[src/rtl/seg_acc_pkg.sv]
package seg_acc_pkg;
  // Number of SLICE_W-bit segments needed so that max_terms operands of
  // slice_w*in_slices bits can be summed without losing the top carry.
  function automatic int unsigned stage_count(int unsigned slice_w,
                                              int unsigned in_slices,
                                              int unsigned max_terms);
    return (slice_w * in_slices + $clog2(max_terms) + slice_w - 1) / slice_w;
  endfunction
endpackage

[src/rtl/seg_delay.sv]
module seg_delay #(
  parameter int W     = 1,
  parameter int DEPTH = 1
) (
  input  logic         clk,
  input  logic         rst,
  input  logic [W-1:0] d,
  output logic [W-1:0] q
);
  logic [W-1:0] sr [DEPTH];

  always_ff @(posedge clk) begin
    if (rst) begin
      for (int i = 0; i < DEPTH; i++) sr[i] <= '0;
    end else begin
      sr[0] <= d;
      for (int i = 1; i < DEPTH; i++) sr[i] <= sr[i-1];
    end
  end

  assign q = sr[DEPTH-1];
endmodule

[src/rtl/seg_stage.sv]
module seg_stage #(
  parameter int SLICE_W = 8
) (
  input  logic               clk,
  input  logic               rst,
  input  logic               take,
  input  logic               restart,
  input  logic [SLICE_W-1:0] slice,
  input  logic               cin,
  output logic [SLICE_W-1:0] part,
  output logic               cout
);
  logic [SLICE_W-1:0] base;
  logic [SLICE_W-1:0] addend;
  logic [SLICE_W:0]   nxt;

  always_comb begin
    base   = (take && restart) ? '0 : part;
    addend = take ? slice : '0;
    nxt    = {1'b0, base} + {1'b0, addend} + {{SLICE_W{1'b0}}, cin};
  end

  always_ff @(posedge clk) begin
    if (rst) begin
      part <= '0;
      cout <= 1'b0;
    end else begin
      part <= nxt[SLICE_W-1:0];
      cout <= nxt[SLICE_W];
    end
  end
endmodule

[src/rtl/seg_carry_acc.sv]
module seg_carry_acc #(
  parameter int SLICE_W   = 8,
  parameter int IN_SLICES = 4,
  parameter int MAX_TERMS = 16
) (
  input  logic                                 clk,
  input  logic                                 rst,
  input  logic                                 in_valid,
  input  logic                                 in_clr,
  input  logic                                 in_last,
  input  logic [SLICE_W*IN_SLICES-1:0]         in_data,
  output logic                                 sum_valid,
  output logic [seg_acc_pkg::stage_count(SLICE_W, IN_SLICES, MAX_TERMS)*SLICE_W-1:0] sum_data
);
  localparam int IN_W   = SLICE_W * IN_SLICES;
  localparam int STAGES = seg_acc_pkg::stage_count(SLICE_W, IN_SLICES, MAX_TERMS);
  localparam int ACC_W  = STAGES * SLICE_W;

  logic [STAGES:0]    carry;
  logic [STAGES-1:0]  stg_vld;
  logic [STAGES-1:0]  stg_clr;
  logic [SLICE_W-1:0] stg_slice [STAGES];
  logic [SLICE_W-1:0] stg_part  [STAGES];
  logic [ACC_W-1:0]   aligned_flat;
  logic               last_al;
  logic               top_carry;

  assign carry[0]  = 1'b0;
  assign top_carry = carry[STAGES];

  for (genvar j = 0; j < STAGES; j++) begin : g_stage
    // Control skew: stage j sees the operand's flags j cycles late.
    if (j == 0) begin : g_ctl0
      assign stg_vld[j] = in_valid;
      assign stg_clr[j] = in_clr;
    end else begin : g_ctld
      logic [1:0] ctl_q;
      seg_delay #(.W(2), .DEPTH(j)) ctl_dly_i (
        .clk(clk), .rst(rst), .d({in_valid, in_clr}), .q(ctl_q)
      );
      assign stg_vld[j] = ctl_q[1];
      assign stg_clr[j] = ctl_q[0];
    end

    // Data skew: only stages covering an input slice get data.
    if (j >= IN_SLICES) begin : g_pad
      assign stg_slice[j] = '0;
    end else if (j == 0) begin : g_dat0
      assign stg_slice[j] = in_data[SLICE_W-1:0];
    end else begin : g_datd
      seg_delay #(.W(SLICE_W), .DEPTH(j)) dat_dly_i (
        .clk(clk), .rst(rst), .d(in_data[j*SLICE_W +: SLICE_W]), .q(stg_slice[j])
      );
    end

    seg_stage #(.SLICE_W(SLICE_W)) stage_i (
      .clk(clk), .rst(rst),
      .take(stg_vld[j]), .restart(stg_clr[j]),
      .slice(stg_slice[j]), .cin(carry[j]),
      .part(stg_part[j]), .cout(carry[j+1])
    );

    // Output deskew: lower segments wait for the top one.
    if (j == STAGES - 1) begin : g_out0
      assign aligned_flat[j*SLICE_W +: SLICE_W] = stg_part[j];
    end else begin : g_outd
      seg_delay #(.W(SLICE_W), .DEPTH(STAGES - 1 - j)) out_dly_i (
        .clk(clk), .rst(rst), .d(stg_part[j]),
        .q(aligned_flat[j*SLICE_W +: SLICE_W])
      );
    end
  end

  seg_delay #(.W(1), .DEPTH(STAGES)) last_dly_i (
    .clk(clk), .rst(rst), .d(in_valid & in_last), .q(last_al)
  );

  always_ff @(posedge clk) begin
    if (rst) begin
      sum_valid <= 1'b0;
      sum_data  <= '0;
    end else begin
      sum_valid <= last_al;
      if (last_al) sum_data <= aligned_flat;
    end
  end
endmodule

[config.mk]
export PLATFORM = sky130hd
export DESIGN_NAME = seg_carry_acc
export DESIGN_NICKNAME = d
export VERILOG_FILES = /design/src/rtl/seg_acc_pkg.sv /design/src/rtl/seg_delay.sv /design/src/rtl/seg_stage.sv /design/src/rtl/seg_carry_acc.sv
export SDC_FILE = /design/constraint.sdc
export NUM_CORES = 1
export LEC_CHECK = 0
export ABC_AREA = 1
export BUFFER_PORTS_ARGS = -buffer_cell sky130_fd_sc_hd__buf_2
export CAP_MARGIN = 25
export CORE_UTILIZATION = 30
export DETAILED_ROUTE_END_ITERATION = 16
export PLACE_DENSITY = 0.48
export SKIP_CTS_REPAIR_TIMING = 1
export SLEW_MARGIN = 20
export SYNTH_ARGS = -nofsm -noshare
export SYNTH_HDL_FRONTEND = slang
export SYNTH_SLANG_ARGS = --single-unit
[constraint.sdc]
create_clock -name clk -period 3.95 [get_ports clk]
set_clock_uncertainty 0.2 [all_clocks]
set_input_delay 0.395 -clock clk [delete_from_list [all_inputs] [get_ports clk]]
set_output_delay 0.395 -clock clk [all_outputs]
set_load 0.02 [all_outputs]
# After elaboration in Yosys (flattened, before gate mapping)
# Memory sizes are Yosys's and may differ from the RTL's. A register that Yosys moved wholly into a read port is not among the register bits.
# Cells that the tools add are included.
[totals] elab_cells=114 out_inout_bits=41 ramBits=153 n_memories=12 regBits=85 input_bits=37
[memory_table] name="g_stage[0].g_outd.out_dly_i.sr" words=4 width=8 rd=4 rd_ports_with_merged_regs=1 wr=4 line_no="seg_delay.sv:10" rtl="logic [W-1:0] sr [DEPTH];"
[memory_table] name="g_stage[1].g_outd.out_dly_i.sr" words=3 width=8 rd=3 rd_ports_with_merged_regs=1 wr=3 line_no="seg_delay.sv:10"
[memory_table] name="g_stage[3].g_datd.dat_dly_i.sr" words=3 width=8 rd=3 rd_ports_with_merged_regs=0 wr=3 line_no="seg_delay.sv:10"
[memory_table] name="g_stage[2].g_datd.dat_dly_i.sr" words=2 width=8 rd=2 rd_ports_with_merged_regs=0 wr=2 line_no="seg_delay.sv:10"
[memory_table] name="g_stage[2].g_outd.out_dly_i.sr" words=2 width=8 rd=2 rd_ports_with_merged_regs=1 wr=2 line_no="seg_delay.sv:10"
[memory_table] name="g_stage[1].g_datd.dat_dly_i.sr" words=1 width=8 rd=1 rd_ports_with_merged_regs=0 wr=1 line_no="seg_delay.sv:10"
[memory_table] name="+6 memories"
[classes] reduce_logical=8 bitwise=29 n_mux=46 add_sub_neg=8
[ops] op="8-bit two-way mux" count=25
[ops] op="8-bit by 8-bit adder with 9-bit output" count=4
[ops] op="1-bit bitwise OR" count=28
[ops] op="9-bit by 1-bit adder with 9-bit output" count=3
[ops] op="2-bit two-way mux" count=10
[ops] op="8-bit OR reduction" count=2
[ops] op="1-bit two-way mux" count=11
[ops] op="8-bit by 1-bit adder with 8-bit output" count=1
[ops] op="1-bit logical AND" count=5
[ops] op="2-bit OR reduction" count=1
[ops] op="1-bit bitwise AND" count=1

# Longest topological paths before layout
# An unclocked memory read counts as a cell.
[depth] depth_word=5 depth_mapped=13 mapped_depth_nobuf=12

# Cells and area by module
# Synthesis repeated with hierarchy kept, for this count alone.
[unflattened] cells_unflattened=1342 area_unflattened_um2=9933.3
[modules_own_cells] mod="seg_stage at g_stage[1].stage_i ..." area_each_um2=718.2 instances=3 cells_each=116 seq_area_each_um2=180.2
[modules_own_cells] mod="seg_carry_acc" area_each_um2=1715.4 instances=1 cells_each=260 seq_area_each_um2=820.8
[modules_own_cells] mod="seg_delay at g_stage[1].g_outd.out_dly_i ..." area_each_um2=743.2 instances=2 cells_each=82 seq_area_each_um2=480.5
[modules_own_cells] mod="seg_delay at g_stage[2].g_datd.dat_dly_i ..." area_each_um2=534.3 instances=2 cells_each=58 seq_area_each_um2=320.3
[modules_own_cells] mod="seg_delay at g_stage[0].g_outd.out_dly_i" area_each_um2=914.6 instances=1 cells_each=99 seq_area_each_um2=640.6
[modules_own_cells] mod="seg_stage at g_stage[0].stage_i" area_each_um2=705.7 instances=1 cells_each=113 seq_area_each_um2=180.2
[modules_own_cells] mod="seg_stage at g_stage[4].stage_i" area_each_um2=695.7 instances=1 cells_each=112 seq_area_each_um2=180.2
[modules_own_cells] mod="seg_delay at g_stage[1].g_datd.dat_dly_i ..." area_each_um2=231.5 instances=3 cells_each=25 seq_area_each_um2=160.2
[modules_own_cells] mod="seg_delay at g_stage[3].g_ctld.ctl_dly_i" area_each_um2=180.2 instances=1 cells_each=20 seq_area_each_um2=120.1
[modules_own_cells] mod="seg_delay at last_dly_i" area_each_um2=137.6 instances=1 cells_each=15 seq_area_each_um2=100.1
[modules_own_cells] mod="seg_delay at g_stage[2].g_ctld.ctl_dly_i" area_each_um2=125.1 instances=1 cells_each=14 seq_area_each_um2=80.1
[modules_own_cells] mod="seg_delay at g_stage[1].g_ctld.ctl_dly_i" area_each_um2=55.1 instances=1 cells_each=6 seq_area_each_um2=40.0

# Worst setup path after synthesis
# Ideal clock, no wire load.
[synth_path] path_kind="flip-flop to flip-flop" start="memory g_stage[4].g_ctld.ctl_dly_i.sr[32][1] (netlist: g_stage[4].g_ctld.ctl_dly_i.sr[2][1])" end="register g_stage[3].stage_i.part[6]" required_ps=3637 path_buffers=1 stages_incl_launch_ff=11 setup_slack_ps=1945 setup_time_ps=113 arrival_time_ps=1692 synth_period_minus_slack_ps=2005 cell_sequence="dfxtp_1 buf_2 nand2_1 fa_1 fa_1 inv_1 nand3_1 nand3_1 nand2_1 nand2_1 nor2_1"
[synth_lines] item="start, declared" line_no="seg_delay.sv:10"
[synth_lines] item="end signal, assigned" line_no="seg_stage.sv:28" rtl="part <= nxt[SLICE_W-1:0];"
[synth_lines] item="end, declared" line_no="seg_stage.sv:10" rtl="output logic [SLICE_W-1:0] part,"

# Worst setup path in the final report
[layout_path] start="input port in_valid" end="register g_stage[0].stage_i.part[6]"
[layout_between] elab_chain_cells=3 word_cells_on_any_way=4 cone_classes="1 x add/sub; 2 x mux; 1 x reduce/logical"
[layout_rtl] item="start, declared" line_no="seg_carry_acc.sv:8" rtl="input logic in_valid,"
[layout_rtl] item="1-bit logical AND" line_no="seg_stage.sv:18" rtl="base = (take && restart) ? '0 : part;"
[layout_rtl] item="8-bit two-way mux" line_no="seg_stage.sv:18"
[layout_rtl] item="8-bit by 8-bit adder with 9-bit output (*)" line_no="seg_stage.sv:20" rtl="nxt = {1'b0, base} + {1'b0, addend} + {{SLICE_W{1'b0}}, cin};"
[layout_rtl] item="end signal, assigned" line_no="seg_stage.sv:28"
[layout_rtl] item="end, declared" line_no="seg_stage.sv:10"
# Mark *: on every way between the ends. The rest lies on a longest branch, timed or not.
# A chain may end at the register's enable or synchronous reset.

==> summary.md <==
| Metric | Value |
|---|---|
| Max-slew violations | `0` |
| Die Wd | `170 um` |
| Top cells by area, synth | `dfxtp_1, nor2_1, inv_1` |
| Post-Synthesis Cells | `1100` |
| H-Tree Depth | `1` |
| Yosys top cell area share | `53.2%` |
| GRT Residual Overflow | `0` |
| Crit path capture type | `register` |
| WHS Path Cells | `6` |
| PD cells | `488 mW/mm^2` |
| Hold slack | `approximately 0.11 ns` |
| Starting DRC count in detailed routing | `220` |
| Crit-path slowest cell | `dlygate4sd3_1` |
| WP data arrival | `2.60 ns` |
| Fin worst setup slack | `1.59 ns` |
| Tcrit/Tclk final | `between 50% and 60%` |
| Die area | `slightly below 0.03 mm^2` |
| Area growth syn-to-layout | `21.5%` |
| Crit-path cells | `dlygate4sd3_1 > buf_2 > nand2_1 > inv_1 > nor2_1 > ha_1 > fa_1 > nand2_1 > nand2_1 > nand3_1 > nand2_1 > nand2_1 > nand2_1 > nor2_1` |
| Fin Setup TNS | `0 ns` |
| Pin count of the biggest net entering global routing | `roughly 160` |
| Aggregate global-route resource usage | `11.3%` |
| Multi-input logic area | `about 0.0029 mm^2` |
| Vias in the first global route | `roughly 5700` |
| Layout cell share with drive strength beyond 1 | `10.8%` |
| Drt total wl | `roughly 16000 um` |
| Vias post-DR | `approximately 6200` |
| Place WS | `between 1.5 and 2 ns` |
| Synthesized cell area | `around 0.0085 mm^2` |
| Syn_nets | `1175` |
| Register bit count reported by yosys | `approximately 230` |
| TritonCTS Sinks | `226` |
| Yosys cell types | `30` |
| Worst Tran Pin Value | `roughly 0.73 ns` |
| Worst-path clk slew | `0.06 ns` |
| Via/cell ratio | `slightly below 4` |
| Fill cells | `slightly below 3000` |
| Ports | `78` |
| Most frequent cells in the layout | `nor2_1, inv_1, dfxtp_1, nand2_1, buf_2` |
| Pre-antenna DRT Iters | `4` |
| Clock Path Buffers | `3` |
| Routability cong. | `between 0.8 and 0.9` |
| Crit Path Max Fanout | `11` |
| Antenna Nets Post-Route | `0` |
| CP required | `4.19 ns` |
| Final Setup Violations | `0` |
| Worst reg-to-reg path cell count | `9` |
| Root buf cell | `clkbuf_16` |
| Fmax | `approximately 0.42 GHz` |
| Layout net count | `~1300` |
| Number of core rows | `61` |
| Sequential cell area | `roughly 0.0045 mm^2` |
| Max-capacitance violation count | `0` |
| Most common cell after layout, fill and taps aside | `nor2_1` |
| Wire length of the first global-routing pass | `26700 um` |
| Max-slew headroom | `51.6%` |
| Initial Utilization | `a little under a third` |
| Final instance area | `0.0103 mm^2` |
| Worst-skew pair later-pin latency | `around 0.51 ns` |
| Period minus WS final | `2.36 ns` |
| DP HPWL | `a little over 10000 um` |
| CTS tree | `built` |
| Cell mode on critical path | `nand2_1` |
| Final hold viol count | `0` |
| Number of CTS-inserted buffers | `25` |
| Worst vdd ir | `roughly 0.00028 V` |
| Startpoint Class | `primary input` |
| Initial antenna violation count | `0` |
| Seq/Total Area, Yosys | `53.2%` |
| Dominant cell type by area after synthesis | `dfxtp_1` |
| Core area | `between 0.02 and 0.03 mm^2` |
| Syn. warnings | `0` |
| Wire per inst | `roughly 9.8 um` |
| Status | `finished clean` |
| Classification of the worst setup path | `in -> reg` |
| RSZ-0062 raised after global routing | `no` |
| Slowest stage delay, CP | `between 0.5 and 0.6 ns` |
| DRC errors left | `0` |
| Min-delay worst type | `in -> reg` |
| Syn Area/Cell | `about 7.7 um^2` |
| Static leakage | `~5.2 nW` |
| Port Buf Inserts | `77` |
| Die Height | `170 um` |
| # diodes | `0` |
| Placed Area | `0.00917 mm^2` |
critical path: cells and delay by family:
| family | cells | cell delay, ns |
|---|---|---|
| buf+inv | 3 | 0.91 |
| simple gates | 9 | 0.72 |
| fa+ha+maj | 2 | 0.59 |
registers in the layout (all words and copies together), names as in the netlist:
signal                       count
g_stage.g_outd.out_dly_i.sr     80
g_stage.g_datd.dat_dly_i.sr     48
g_stage.stage_i.part            40
sum_data                        40
g_stage.g_ctld.ctl_dly_i.sr      8
last_dly_i.sr                    5
g_stage.stage_i.cout             4
sum_valid                        1
cells in the mapped netlist:
cell type / count
xor2_1: 1
o21ai_0: 39
buf_4: 3
clkbuf_2: 2
ha_1: 31
nand2_4: 2
fa_1: 7
nand3_1: 25
nand2_2: 2
buf_6: 5
o21ai_1: 4
buf_2: 23
inv_2: 2
a21boi_0: 1
nor2_1: 296
clkbuf_1: 3
and2_1: 2
nand4_1: 1
inv_1: 233
dfxtp_1: 226
nor2_2: 1
nor2_4: 2
buf_8: 1
o21a_1: 1
or2_1: 5
nand2_1: 134
nor3_1: 2
nand3b_1: 3
a21oi_1: 42
nand3_2: 1
power by group:
group / total [mW] / internal [mW] / switching (mW) / leakage [nW]
combinational: 0.216 / 0.0862 / 0.130 / 2.92
clock: 2.47 / 1.58 / 0.893 / 0.437
sequential: 2.35 / 2.34 / 0.0181 / 1.84
cell families after synthesis:
logic type	after synthesis	synth area share, %
flops	226	53.2
xor+xnor	1	0.103
compound gates	87	5.18
buf+inv	272	13.1
simple gates	476	22.3
fa+ha+maj	38	6.20
metrics by stage:
step	power [mW]	std cells	utilization [%]
floorplan	2.55	1100	-
global placement	2.60	1520	32.9
detailed placement	2.61	1520	32.9
CTS	5.13	1564	36.1
global route	5.27	1591	37.1
finish	5.04	1591	37.1
layout make-up:
cell class                      count  area share (%)
Clock inverter                     12            1.88
Clock buffer                       32            6.79
Multi-Input combinational cell    602            27.8
Timing Repair Buffer              106            6.63
Tap cell                          378            4.58
Sequential cell                   226            43.8
Inverter                          235            8.56
layer usage:
| metal | GRT usage, % | vias to the layer above | wire length (um) |
|---|---|---|---|
| met5 | 0 | - | 0 |
| met2 | 18.8 | 88 | 7030 |
| met3 | 2.28 | 30 | 631 |
| met1 | 14.7 | 2687 | 7640 |
| met4 | 3.25 | 0 | 359 |
| li1 | - | 3417 | - |
path summary, 6_finish.rpt:
| check | start | endpoint | slack [ns] |
|---|---|---|---|
| min | in_data[0] | g_stage[0].stage_i.part[0] | 0.11 |
| min reg2reg | g_stage[1].g_outd.out_dly_i.sr[0][6] | g_stage[1].g_outd.out_dly_i.sr[1][6] | 0.19 |
| max reg2reg | g_stage[4].g_ctld.ctl_dly_i.sr[2][1] | g_stage[3].stage_i.part[6] | 1.74 |
| max | in_valid | g_stage[0].stage_i.part[6] | 1.59 |
Note: power is estimated with default switching activity, not from simulation.
